--- src/rtl/sermem_pkg.sv ---
package sermem_pkg;

  typedef enum logic [2:0] {
    ST_OP, ST_RADDR, ST_WADDR, ST_WDATA, ST_SDATA, ST_RDOUT, ST_STOUT, ST_IGN
  } st_e;

  typedef enum logic [2:0] {
    OPK_RD, OPK_WR, OPK_RDST, OPK_WRST, OPK_WEN, OPK_WDIS, OPK_BAD
  } opk_e;

  function automatic opk_e op_kind(input logic [7:0] op);
    if (op[7:4] != 4'h0) return OPK_BAD;
    case (op[3:0])
      4'b0110: return OPK_WEN;
      4'b0100: return OPK_WDIS;
      4'b0101: return OPK_RDST;
      4'b0001: return OPK_WRST;
      default: ;
    endcase
    // bit 3 is the high address bit for array access
    if (op[2:0] == 3'b011) return OPK_RD;
    if (op[2:0] == 3'b010) return OPK_WR;
    return OPK_BAD;
  endfunction

endpackage

--- src/rtl/sermem_sync.sv ---
module sermem_sync #(
  parameter int           W       = 1,
  parameter logic [W-1:0] RST_VAL = '0
) (
  input  logic         clk_i,
  input  logic         rst_ni,
  input  logic [W-1:0] d_i,
  output logic [W-1:0] q_o
);
  for (genvar g = 0; g < W; g++) begin : g_bit
    logic [1:0] ff;
    always_ff @(posedge clk_i or negedge rst_ni) begin
      if (!rst_ni) ff <= {2{RST_VAL[g]}};
      else         ff <= {ff[0], d_i[g]};
    end
    assign q_o[g] = ff[1];
  end
endmodule

--- src/rtl/sermem_txsh.sv ---
module sermem_txsh (
  input  logic       clk_i,
  input  logic       rst_ni,
  input  logic       clr_i,
  input  logic       load_i,
  input  logic       shift_i,
  input  logic [7:0] din_i,
  output logic       so_o,
  output logic       act_o
);
  logic [7:0] sh_q;

  always_ff @(posedge clk_i or negedge rst_ni) begin
    if (!rst_ni) begin
      sh_q  <= '0;
      act_o <= 1'b0;
    end else if (clr_i) begin
      sh_q  <= '0;
      act_o <= 1'b0;
    end else if (load_i) begin
      sh_q  <= din_i;
      act_o <= 1'b1;
    end else if (shift_i) begin
      sh_q  <= {sh_q[6:0], 1'b0};
    end
  end

  assign so_o = sh_q[7];
endmodule

--- src/rtl/sermem_cmd.sv ---
module sermem_cmd
  import sermem_pkg::*;
#(
  parameter  int DEPTH = 512,
  parameter  int PAGE  = 16,
  localparam int AW    = $clog2(DEPTH),
  localparam int PW    = $clog2(PAGE)
) (
  input  logic          clk_i,
  input  logic          rst_ni,
  input  logic          cs_ni,
  input  logic          sck_i,
  input  logic          si_i,
  input  logic          hold_ni,
  output logic          so_o,
  output logic          so_en_o,
  input  logic          wr_busy_i,
  input  logic [7:0]    stat_i,
  output logic [AW-1:0] rd_addr_o,
  input  logic [7:0]    rd_data_i,
  output logic          wel_set_o,
  output logic          wel_clr_o,
  output logic          stat_wr_o,
  output logic          wr_stb_o,
  output logic          commit_o,
  output logic [AW-1:0] wr_addr_o,
  output logic [7:0]    wr_data_o
);
  // ctl = {cs, sck, hold}
  logic [2:0] ctl_q, ctl_p;
  logic       si_q;

  sermem_sync #(.W(3), .RST_VAL(3'b001)) i_sync_ctl (
    .clk_i, .rst_ni, .d_i({cs_ni, sck_i, hold_ni}), .q_o(ctl_q)
  );
  sermem_sync #(.W(1), .RST_VAL(1'b0)) i_sync_si (
    .clk_i, .rst_ni, .d_i(si_i), .q_o(si_q)
  );

  always_ff @(posedge clk_i or negedge rst_ni) begin
    if (!rst_ni) ctl_p <= 3'b001;
    else         ctl_p <= ctl_q;
  end

  logic cs_s, cs_p, sck_s;
  logic cs_fall, cs_rise, sck_rise, sck_fall, hold_fall, hold_rise;
  assign cs_s      = ctl_q[2];
  assign cs_p      = ctl_p[2];
  assign sck_s     = ctl_q[1];
  assign cs_fall   = cs_p & ~cs_s;
  assign cs_rise   = ~cs_p & cs_s;
  assign sck_rise  = ~ctl_p[1] & ctl_q[1];
  assign sck_fall  = ctl_p[1] & ~ctl_q[1];
  assign hold_fall = ctl_p[0] & ~ctl_q[0];
  assign hold_rise = ~ctl_p[0] & ctl_q[0];

  st_e          st_q;
  logic         armed_q, paused_q, done_q, a8_q;
  logic [2:0]   bcnt_q, obit_q;
  logic [7:0]   sh_q;
  logic [AW-1:0] addr_q;

  logic       sel, rise_ev, fall_ev, is_out, tx_act, tx_load, tx_shift;
  logic [7:0] nxt;
  logic [8:0] full_addr;
  opk_e       kind;

  assign sel       = ~cs_s & armed_q;
  assign rise_ev   = sel & sck_rise & ~paused_q;
  assign fall_ev   = sel & sck_fall & ~paused_q;
  assign is_out    = (st_q == ST_RDOUT) || (st_q == ST_STOUT);
  assign nxt       = {sh_q[6:0], si_q};
  assign full_addr = {a8_q, nxt};
  assign kind      = op_kind(nxt);
  assign tx_load   = fall_ev & is_out & (obit_q == 3'd0);
  assign tx_shift  = fall_ev & is_out & (obit_q != 3'd0);
  assign rd_addr_o = addr_q;

  sermem_txsh i_txsh (
    .clk_i, .rst_ni,
    .clr_i  (~sel),
    .load_i (tx_load),
    .shift_i(tx_shift),
    .din_i  ((st_q == ST_RDOUT) ? rd_data_i : stat_i),
    .so_o   (so_o),
    .act_o  (tx_act)
  );

  assign so_en_o = tx_act & sel & ~paused_q & is_out;

  always_ff @(posedge clk_i or negedge rst_ni) begin
    if (!rst_ni) begin
      st_q      <= ST_OP;
      armed_q   <= 1'b0;
      paused_q  <= 1'b0;
      done_q    <= 1'b0;
      a8_q      <= 1'b0;
      bcnt_q    <= '0;
      obit_q    <= '0;
      sh_q      <= '0;
      addr_q    <= '0;
      wel_set_o <= 1'b0;
      wel_clr_o <= 1'b0;
      stat_wr_o <= 1'b0;
      wr_stb_o  <= 1'b0;
      commit_o  <= 1'b0;
      wr_addr_o <= '0;
      wr_data_o <= '0;
    end else begin
      wel_set_o <= 1'b0;
      wel_clr_o <= 1'b0;
      stat_wr_o <= 1'b0;
      wr_stb_o  <= 1'b0;
      commit_o  <= cs_rise & armed_q & done_q & (bcnt_q == 3'd0) &
                   ((st_q == ST_WDATA) || (st_q == ST_SDATA));

      if (cs_fall)   armed_q <= 1'b1;
      else if (cs_s) armed_q <= 1'b0;

      if (!sel) begin
        st_q     <= ST_OP;
        bcnt_q   <= '0;
        obit_q   <= '0;
        done_q   <= 1'b0;
        paused_q <= 1'b0;
      end else begin
        // pause edges count only while SCK is low
        if (hold_fall && !sck_s)      paused_q <= 1'b1;
        else if (hold_rise && !sck_s) paused_q <= 1'b0;

        if (rise_ev) begin
          sh_q   <= nxt;
          bcnt_q <= bcnt_q + 3'd1;
          if (bcnt_q == 3'd7) begin
            case (st_q)
              ST_OP: begin
                if (kind == OPK_RDST)  st_q <= ST_STOUT;
                else if (wr_busy_i)    st_q <= ST_IGN;
                else begin
                  case (kind)
                    OPK_WEN:  begin wel_set_o <= 1'b1; st_q <= ST_IGN; end
                    OPK_WDIS: begin wel_clr_o <= 1'b1; st_q <= ST_IGN; end
                    OPK_WRST: st_q <= ST_SDATA;
                    OPK_RD:   begin a8_q <= (AW > 8) ? nxt[3] : 1'b0; st_q <= ST_RADDR; end
                    OPK_WR:   begin a8_q <= (AW > 8) ? nxt[3] : 1'b0; st_q <= ST_WADDR; end
                    default:  st_q <= ST_IGN;
                  endcase
                end
              end
              ST_RADDR: begin addr_q <= full_addr[AW-1:0]; st_q <= ST_RDOUT; end
              ST_WADDR: begin addr_q <= full_addr[AW-1:0]; st_q <= ST_WDATA; end
              ST_WDATA: begin
                wr_stb_o  <= 1'b1;
                wr_addr_o <= addr_q;
                wr_data_o <= nxt;
                done_q    <= 1'b1;
                addr_q    <= {addr_q[AW-1:PW], addr_q[PW-1:0] + PW'(1)};
              end
              ST_SDATA: begin
                stat_wr_o <= 1'b1;
                wr_data_o <= nxt;
                done_q    <= 1'b1;
              end
              default: ;
            endcase
          end
        end

        if (fall_ev && is_out) begin
          obit_q <= obit_q + 3'd1;
          if (tx_load && st_q == ST_RDOUT) addr_q <= addr_q + AW'(1);
        end
      end
    end
  end

  p_so_off_desel_r1: assert property (@(posedge clk_i) disable iff (!rst_ni)
    cs_p |-> !so_en_o);
  p_ign_quiet_r7: assert property (@(posedge clk_i) disable iff (!rst_ni)
    (st_q == ST_IGN) |-> !so_en_o);
  p_pause_quiet_r9: assert property (@(posedge clk_i) disable iff (!rst_ni)
    paused_q |-> !so_en_o);
  p_pause_freeze_r9: assert property (@(posedge clk_i) disable iff (!rst_ni)
    (paused_q && sel) |=> ($stable(bcnt_q) && $stable(sh_q)));
  p_rd_step_r4: assert property (@(posedge clk_i) disable iff (!rst_ni)
    (tx_load && st_q == ST_RDOUT) |=> (rd_addr_o == $past(rd_addr_o) + AW'(1)));
  p_page_wrap_r11: assert property (@(posedge clk_i) disable iff (!rst_ni)
    wr_stb_o |-> (addr_q[AW-1:PW] == wr_addr_o[AW-1:PW] &&
                  addr_q[PW-1:0] == wr_addr_o[PW-1:0] + PW'(1)));
  p_one_req_r13: assert property (@(posedge clk_i) disable iff (!rst_ni)
    $onehot0({wel_set_o, wel_clr_o, stat_wr_o, wr_stb_o, commit_o}));
endmodule

--- config.mk ---
export PLATFORM = sky130hd
export DESIGN_NAME = sermem_cmd
export DESIGN_NICKNAME = d
export VERILOG_FILES = /design/src/rtl/sermem_pkg.sv /design/src/rtl/sermem_sync.sv /design/src/rtl/sermem_txsh.sv /design/src/rtl/sermem_cmd.sv
export SDC_FILE = /design/constraint.sdc
export NUM_CORES = 1
export LEC_CHECK = 0
export BUFFER_PORTS_ARGS = -buffer_cell sky130_fd_sc_hd__clkbuf_2
export CORE_MARGIN = 3
export CORE_UTILIZATION = 50
export CTS_CLUSTER_DIAMETER = 120
export DETAILED_ROUTE_END_ITERATION = 16
export GPL_ROUTABILITY_DRIVEN = 0
export GPL_TIMING_DRIVEN = 0
export PLACE_DENSITY_LB_ADDON = 0.15
export SLEW_MARGIN = 20
export SYNTH_ARGS = -nofsm -noshare
export SYNTH_HDL_FRONTEND = slang
export SYNTH_SLANG_ARGS = --single-unit
--- constraint.sdc ---
create_clock -name clk_i -period 5.5 [get_ports clk_i]
set_input_delay 0.55 -clock clk_i [delete_from_list [all_inputs] [get_ports clk_i]]
set_output_delay 0.55 -clock clk_i [all_outputs]
set_load 0.005 [all_outputs]
# Word level (Yosys, flattened, before mapping)
# Index checks and enable logic that the tools add are counted.
dict set report word_totals {
  reg_bits 71
  inputBits 23
  elab_cells 178
  out_inout_bits 33
}
dict set report classes {
  eq_ne 26
  n_bitwise 30
  n_addsub 4
  muxes 71
  n_reduce_logical 24
}
# op n
set ops {}
lappend ops {{$mux W3} 16}
lappend ops {{$mux W1} 43}
lappend ops {{$mux W9} 4}
lappend ops {{$mux W8} 4}
lappend ops {{$and A1 B1 Y1} 21}
lappend ops {{$eq A3 B2 Y1 const B} 6}
lappend ops {{$eq A3 B3 Y1 const B} 6}
lappend ops {{$pmux W3 S3} 2}
lappend ops {{$pmux W9 S2} 1}
lappend ops {{$eq A4 B3 Y1 const B} 3}
lappend ops {{$logic_not A3 Y1} 4}
lappend ops {{$pmux W3 S4} 1}
lappend ops {{$add A9 B1 Y9 const B} 1}
lappend ops {{$not A1 Y1} 9}
lappend ops {{$ne A2 B1 Y1 const B} 4}
lappend ops {{$reduce_and A4 Y1} 2}
lappend ops {{$reduce_and A7 Y1} 1}
lappend ops {{$add A3 B1 Y3 const B} 2}
lappend ops {{$eq A3 B1 Y1 const B} 2}
lappend ops {{$ne A3 B1 Y1 const B} 2}
lappend ops {{$reduce_and A3 Y1} 2}
lappend ops {{$reduce_or A2 Y1} 3}
lappend ops {{$add A4 B1 Y4 const B} 1}
lappend ops {{$eq A4 B1 Y1 const B} 1}
lappend ops {{10 further kinds} 14}

# Longest topological paths before layout
# Gate-level depths: netlist of run 1.
dict set report depth {
  ltp_word 21
  ltp_mapped 8
  mapped_depth_nobuf 8
}

# Cells and area by module
# Synthesis of run 1 repeated with hierarchy kept, for this count alone.
dict set report hier_totals {
  hier_cells 302
  hier_area_um2 3502.1
}
# module cells_per_inst instances seq_area_each_um2 area_each_um2
set by_module_without_submodules {}
lappend by_module_without_submodules {sermem_cmd 252 1 1352.5 2836.5}
lappend by_module_without_submodules {sermem_txsh 39 1 225.2 440.4}
lappend by_module_without_submodules {{sermem_sync (i_sync_ctl)} 9 1 152.6 175.2}
lappend by_module_without_submodules {{sermem_sync (i_sync_si)} 2 1 50.0 50.0}

# Worst setup path after synthesis of run 1
# OpenSTA, ideal clock, no wires.
dict set report synth_timing {
  path_kind {register to register}
  startpoint {register bcnt_q[0]}
  endpoint {register a8_q}
  n_path_buf 0
  setup_slack_ps 3437
  arrival_ps 1938
  setup_ps 125
  path_stages_with_launch 8
  synth_period_minus_slack_ps 2063
  t_required_ps 5375
  cell_sequence {dfrtp_1 > ha_1 > ha_1 > nor3b_1 > and2_4 > nand3_2 > nor3_1 > mux2_2}
}
dict set report synth_via {
  elab_chain_cells 2
}
# element line
set synth_rtl {}
lappend synth_rtl {{from (decl)} sermem_cmd.sv:59} ;# logic [2:0] bcnt_q, obit_q;
lappend synth_rtl {{from (signal assigned)} sermem_cmd.sv:133} ;# bcnt_q <= bcnt_q + 3'd1;
lappend synth_rtl {{$eq A3 B3 Y1} sermem_cmd.sv:134} ;# if (bcnt_q == 3'd7) begin
lappend synth_rtl {{$reduce_and A7 Y1 (no source line)} n/a}
lappend synth_rtl {{to (signal assigned)} sermem_cmd.sv:97} ;# a8_q <= 1'b0;
lappend synth_rtl {{to (signal assigned)} sermem_cmd.sv:144} ;# OPK_RD: begin a8_q <= (AW > 8) ? nxt[3] : 1'b0; st_q <= ST_RADDR; end
lappend synth_rtl {{to (signal assigned)} sermem_cmd.sv:145} ;# OPK_WR: begin a8_q <= (AW > 8) ? nxt[3] : 1'b0; st_q <= ST_WADDR; end
lappend synth_rtl {{to (decl)} sermem_cmd.sv:58} ;# logic armed_q, paused_q, done_q, a8_q;
# Every way passes these cells.
# A chain may end at the register's enable or synchronous reset.

# Worst setup path in the final report of run 1
dict set report layout_timing {
  startpoint {register bcnt_q[0]}
  endpoint {register addr_q[7], in the netlist rd_addr_o[7]}
}
dict set report layout_via {
  elab_chain_cells 5
}
# element line
set layout_rtl {}
lappend layout_rtl {{$eq A3 B3 Y1 *} sermem_cmd.sv:134}
lappend layout_rtl {{$mux W9 *} sermem_cmd.sv:134}
lappend layout_rtl {{$mux W9 *} sermem_cmd.sv:131} ;# if (rise_ev) begin
lappend layout_rtl {{$mux W9} sermem_cmd.sv:171} ;# if (tx_load && st_q == ST_RDOUT) addr_q <= addr_q + AW'(1);
lappend layout_rtl {{$mux W9 *} sermem_cmd.sv:169} ;# if (fall_ev && is_out) begin
lappend layout_rtl {{to (signal assigned)} sermem_cmd.sv:157} ;# addr_q <= {addr_q[AW-1:PW], addr_q[PW-1:0] + PW'(1)};
lappend layout_rtl {{to (signal assigned)} sermem_cmd.sv:171}
lappend layout_rtl {{to (decl)} sermem_cmd.sv:61} ;# logic [AW-1:0] addr_q;
# Mark *: on every way between the ends. The rest lies on a longest branch, timed or not.

==> flow_summary.toml, run 1 <==
[outcome]
status = "complete, no violations"

[worst_setup_path]
critPathLaunchType = "flop"
critPathSlowestCell = "nor3b_1"
path_cells = "ha_1 -> ha_1 -> nor3b_1 -> nand3_1 -> o31ai_1 -> o21ai_0 -> a211oi_1"
crit_path_end_kind = "flop"
crit_type = "reg2reg"
worstPathArrival_ps = 2720
cp_slowest_stage_delay_ps = 580
cp.required_ps = 5760
cp_max_fo = 6
critPathMostFrequentCell = "ha_1"

[die]
pin_count = 56
die_w_microns = 86.8
die_area_sq_um = 7540
coreArea_sq_um = 6130
std_cell_rows = 28
die_h_microns = 86.8
start_util_pct = 53.3

[final_layout]
finalInstanceArea_sq_um = 3840
drive_gt1_share_pct = 26.5
syn_to_final_growth_pct = 17.6
antenna_cells = 0
layout.nets = 409
fill_cells = 536
post-route-util_pct = 62.7
fin_cells = 460

[synthesis]
async_reset_ff_share_pct = 100
syn_area_sq_um = 3270
netlist_instances = 313
netlist-cell-type-count = 52
synth_top_family_by_area = "simple AND/OR/NAND/NOR gates"
ys.flop_type = "dfrtp_1"
ys_top_cells_by_area = "dfrtp_1 (52%), mux2_2 (5.2%), nand2_1 (4.5%)"
synth_xor_area_share_pct = 1.03
synth_mux_area_share_pct = 8.54
synth_top_area_cell = "dfrtp_1"
syn_nets = 342
synthSimpleGateAreaFrac_pct = 17.2
ys_seq_area_share_pct = 54.5
synth_compound_area_share_pct = 12.5
synthTopCellsByCount = "dfrtp_1 (68), nand2_1 (39), o21ai_0 (26)"
avgSynthCellArea_sq_um = 10.4
synth_enable_flop_cells = 0
synthAdderAreaFrac_pct = 2.30
yosysMostFrequentCell = "dfrtp_1"
ys_ff_latch = 71
yosysTopAreaCellShare_pct = 52.1
ys.warnings.count = 0

[power_and_ir_drop]
powerDensity_nw_per_um2 = 262
p_sw_share_pct = 23.9
p_switching_uw = 241
p_seq_share_pct = 54.6
p_int_uw = 767
power.leakage_uw = 0.00189
power.share.clock_pct = 39.5
pwr-share-comb_pct = 5.9
ir_worst_vdd_uv = 168

[clock_network]
cts_max_path_buffers = 2
path_clk_slew_ps = 80
cts_setup_buffers = 0
cts-root-buf = "clkbuf_8"
cts_resized = 0
htreeDepth = 3
ctsHoldBuffers = 0
cts_tree = "yes"
cts_sinks = 71
insertion_delay_ps = 350
cts_buffers = 9

[global_route]
grt.overflow.total = 0
grt_start_max_net_pins = 38
track_usage_pct = 19.5
grt_pass1_vias = 2467
antenna_found_initial = 0
grt_pass1_wl_microns = 11500

[sta]
post-route-period-util_pct = 44.6
clock.fmax_mhz = 408
hold_viol_final = 0
slew_violations = 0
fin_hold_ws_ps = 179
period_needed_ps = 2450
finClkSkew_ps = 9.22
slew_headroom_pct = 43.6
tightest_slew_ps = 840
setup_tns_ps = 0
rsz0062_at_grt = "false"
setup_viol = 0

[placed_design]
io_buffers = 55
dp_cells = 444
placed_area_sq_um = 3660
hpwl_microns = 4750

[min_path]
hp-class = "in2async"

[routing]
drt_first_pass_iters = 5
ant_nets = 0
vias_per_cell = 5.48
dr.first_iter.drc_count = 125
detail_route.wirelength_microns = 6700
drc = 0
wl_per_cell_microns = 14.6
vias = 2519

[flow_run]
max_cap_viol_count = 0
-- cells by family (layout without fill, tap and decap cells) --
logic type,count (synthesis),count (layout)
AOI/OAI and AO/OA,66,66
xor gates and xnor gates,3,3
adders and majority gates,6,6
buffers and inverters,29,101
DFF,71,71
muxes,26,26
and+or+nand+nor,112,112
-- state kept, by name, indices dropped and copies added, names as in the netlist, 2 cells and up --
| register | cells |
|---|---|
| rd_addr_o | 9 |
| wr_data_o | 8 |
| i_sync_ctl.g_bit.ff | 6 |
| i_sync_si.g_bit.ff | 2 |
| wr_addr_o | 9 |
| bcnt_q | 3 |
| ctl_p | 3 |
| st_q | 3 |
| sh_q | 7 |
| obit_q | 3 |
| i_txsh.sh_q | 8 |
-- critical path: cells and delay by family, from the launching register on --
kind / cells / cell delay [ps]
AOI/OAI and AO/OA: 3 / 720
and+or+nand+nor: 2 / 940
DFF: 1 / 390
adders and majority gates: 2 / 330
-- metal layers --
metal | GRT usage, % | wire length, microns | up-vias
met3 | 3.42 | 336 | 9
li1 | - | - | 1240
met2 | 30.6 | 3050 | 63
met1 | 26.4 | 3230 | 1207
met4 | 8.92 | 73 | 0
met5 | 0 | 0 | -
-- cell usage in the layout, fill, tap and decap left out, types with 3 or more instances in the layout --
master | Yosys | final
nor3_1 | 5 | 5
clkbuf_1 | 8 | 11
inv_1 | 12 | 12
o31ai_1 | 4 | 4
ha_1 | 6 | 6
dfstp_2 | 3 | 3
nand2_1 | 39 | 39
nor2b_1 | 5 | 5
buf_2 | 4 | 4
nor2_1 | 25 | 25
clkbuf_2 | 0 | 54
dfrtp_1 | 68 | 68
mux2i_1 | 11 | 11
a21oi_1 | 15 | 15
o22ai_1 | 4 | 4
o21ai_0 | 26 | 26
nand3_1 | 17 | 17
nand2b_1 | 3 | 3
clkbuf_8 | 0 | 9
mux2_2 | 15 | 15
-- power by group through the flow --
stage	logic, uW	clock network, uW	registers, uW
after detailed placement	60.1	0	560
after floorplan	32.3	0	555
final	59.1	398	551
after CTS	60.3	408	550
after global placement	55.7	0	560
after global routing	67.4	430	552
-- path summary, 6_finish.rpt --
path / start / to / slack, ps / cells after the start
max in group asynchronous: rst_ni / i_sync_ctl.g_bit[0].ff[0] / 4690 / 2
min: rst_ni / rd_addr_o[5] / 180 / 1
min in group clk_i: hold_ni / i_sync_ctl.g_bit[0].ff[0] / 280 / 1
min reg2reg: i_sync_si.g_bit[0].ff[0] / i_sync_si.g_bit[0].ff[1] / 350 / 0
max: bcnt_q[0] / rd_addr_o[7] / 3050 / 7
max reg2reg: bcnt_q[0] / rd_addr_o[7] / 3050 / 7
-- stage by stage --
stage / total power (uW) / setup slack [ps]
final: 1010 / 3050
after global routing: 1050 / 2780
after CTS: 1020 / 3050
after detailed placement: 620 / 3090
after global placement: 615 / 3040
after floorplan: 587 / 3440
-- final cells by class --
| cell class | instances | area, sq um | share of cell area (%) |
|---|---|---|---|
| clock buffers | 12 | 135 | 3.52 |
| plain buffers | 16 | 80.1 | 2.08 |
| well taps | 75 | 93.8 | 2.44 |
| multi-input cells | 213 | 1360 | 35.3 |
| flip-flops and latches | 71 | 1780 | 46.4 |
| inverters | 13 | 48.8 | 1.27 |
| clock inverters | 4 | 47.5 | 1.24 |
| repair buffers | 56 | 298 | 7.75 |
Note: power is estimated with default switching activity, not from simulation.
==> run 2, diff against run 1 <==
- clock period: 5.5 -> 2.3 ns (I/O delays scaled with it)
==> flow_summary.toml, run 2 (synthesized netlist as in run 1, its figures left out) <==
[outcome]
status = "complete, no violations"

[final_layout]
drive_gt1_share_pct = 27.6
layout_common_cells = "dfrtp_1 (68), clkbuf_2 (54), nand2_1 (39)"
post-route-util_pct = 64.1
syn_to_final_growth_pct = 20.3
antenna_cells = 0
final_common_cell = "dfrtp_1"
layout.nets = 416
fin_cells = 467

[worst_setup_path]
reg2reg_setup_slack_ps = 240
critPathLaunchType = "flop"
reg2reg_to = "rd_addr_o[7]"
r2r_start = "bcnt_q[0]"
crit_path_end_kind = "output port"
cp.required_ps = 2070
worstPathArrival_ps = 1830
cp_max_fo = 10
r2r_cells = 7
crit_type = "reg2out"

[min_path]
hp-class = "in2reg"
whs_path_depth = 3
hold_start = "rd_data_i[0]"
hold_path_end = "i_txsh.sh_q[0]"

[clock_network]
cts_max_path_buffers = 2
insertion_delay_ps = 350
cts_buffers = 9
cts-root-buf = "clkbuf_8"
htreeDepth = 3
path_clk_slew_ps = 70
cts_tree = "yes"
cts_sinks = 71

[die]
pin_count = 56
std_cell_rows = 28
start_util_pct = 53.3
die_w_microns = 86.8
coreArea_sq_um = 6130
die_area_sq_um = 7540
die_h_microns = 86.8

[sta]
tightest_slew_ps = 631
post-route-period-util_pct = 89.7
rsz0062_at_grt = "false"
slew_violations = 0
fin_hold_ws_ps = 220
period_needed_ps = 2060
setup_viol = 0
clock.fmax_mhz = 484
finClkSkew_ps = 8.88
setup_tns_ps = 0
hold_viol_final = 0
slew_headroom_pct = 57.6

[power_and_ir_drop]
ir_worst_vdd_uv = 404
powerDensity_nw_per_um2 = 615
power.leakage_uw = 0.00192

[global_route]
antenna_found_initial = 0
grt_start_max_net_pins = 38
grt.overflow.total = 0
track_usage_pct = 19.7
grt_pass1_wl_microns = 11600
grt_pass1_vias = 2518

[routing]
ant_nets = 0
dr.first_iter.drc_count = 165
drc = 0
vias_per_cell = 5.45
drt_first_pass_iters = 5
wl_per_cell_microns = 14.5
detail_route.wirelength_microns = 6770
vias = 2543

[placed_design]
dp_cells = 444
hpwl_microns = 4750
io_buffers = 55

[flow_run]
max_cap_viol_count = 0
==> run 2: final cells by class <==
type	count	area [sq um]
buffer	16	80.1
inverter	13	52.6
clock inverter	4	47.5
timing repair buffer	63	363
fill	526	2200
tap	75	93.8
clock buffer	12	135
multi-input combinational	213	1380
sequential	71	1780
==> run 2: how the worst max path moves through the flow <==
| stage | endpoint | slack [ps] | from |
|---|---|---|---|
| 6_report | so_en_o | 240 | i_sync_ctl.g_bit[2].ff[1] |
| 5_1_grt | rd_addr_o[7] | 20 | bcnt_q[0] |
| 4_1_cts | rd_addr_o[0] | 50 | bcnt_q[0] |
| 3_5_place_dp | rd_addr_o[7] | -110 | bcnt_q[0] |
| 3_3_place_gp | rd_addr_o[7] | -160 | bcnt_q[0] |
| 2_1_floorplan | a8_q | 240 | bcnt_q[0] |
==> run 2: repair_timing <==
| item | in CTS | in global routing |
|---|---|---|
| resized for setup | 1 | 4 |
| gates cloned | 0 | 0 |
| buffers inserted | 0 | 2 |
| setup endpoints to repair | 21 | 14 |
| hold endpoints to repair | 37 | 0 |
| hold buffers | 5 | 0 |
==> run 2: layer usage <==
metal	GRT usage [%]	vias up	share of wire (%)
met1	26.3	1206	47
met2	31.3	74	46
met4	8.92	0	1.4
li1	-	1252	-
met5	0	-	0
met3	3.42	11	5.7
==> run 2: worst max-delay path, stage by stage, from the launching register on <==
cell      delay [ps]
dfrtp_1          420
nor2b_1          130
buf_4            190
clkbuf_1         400
nand2_1          110
nor2_1           120
clkbuf_2         120
==> run 2: through the flow <==
stage	cell area (sq um)	setup WS (ps)	total power (uW)
2_1_floorplan	3270	237	1400
3_3_place_gp	3640	-158	1470
3_5_place_dp	3660	-112	1480
4_1_cts	3900	46.8	2440
5_1_grt	3930	22.7	2520
6_report	3930	236	2420
==> run 2: power by group <==
group / switching, uW / leakage, uW / internal [uW]
sequential: 38.1 / 0.000959 / 1280
combinational: 85.8 / 0.000871 / 63.7
clock: 454 / 0.0000904 / 499
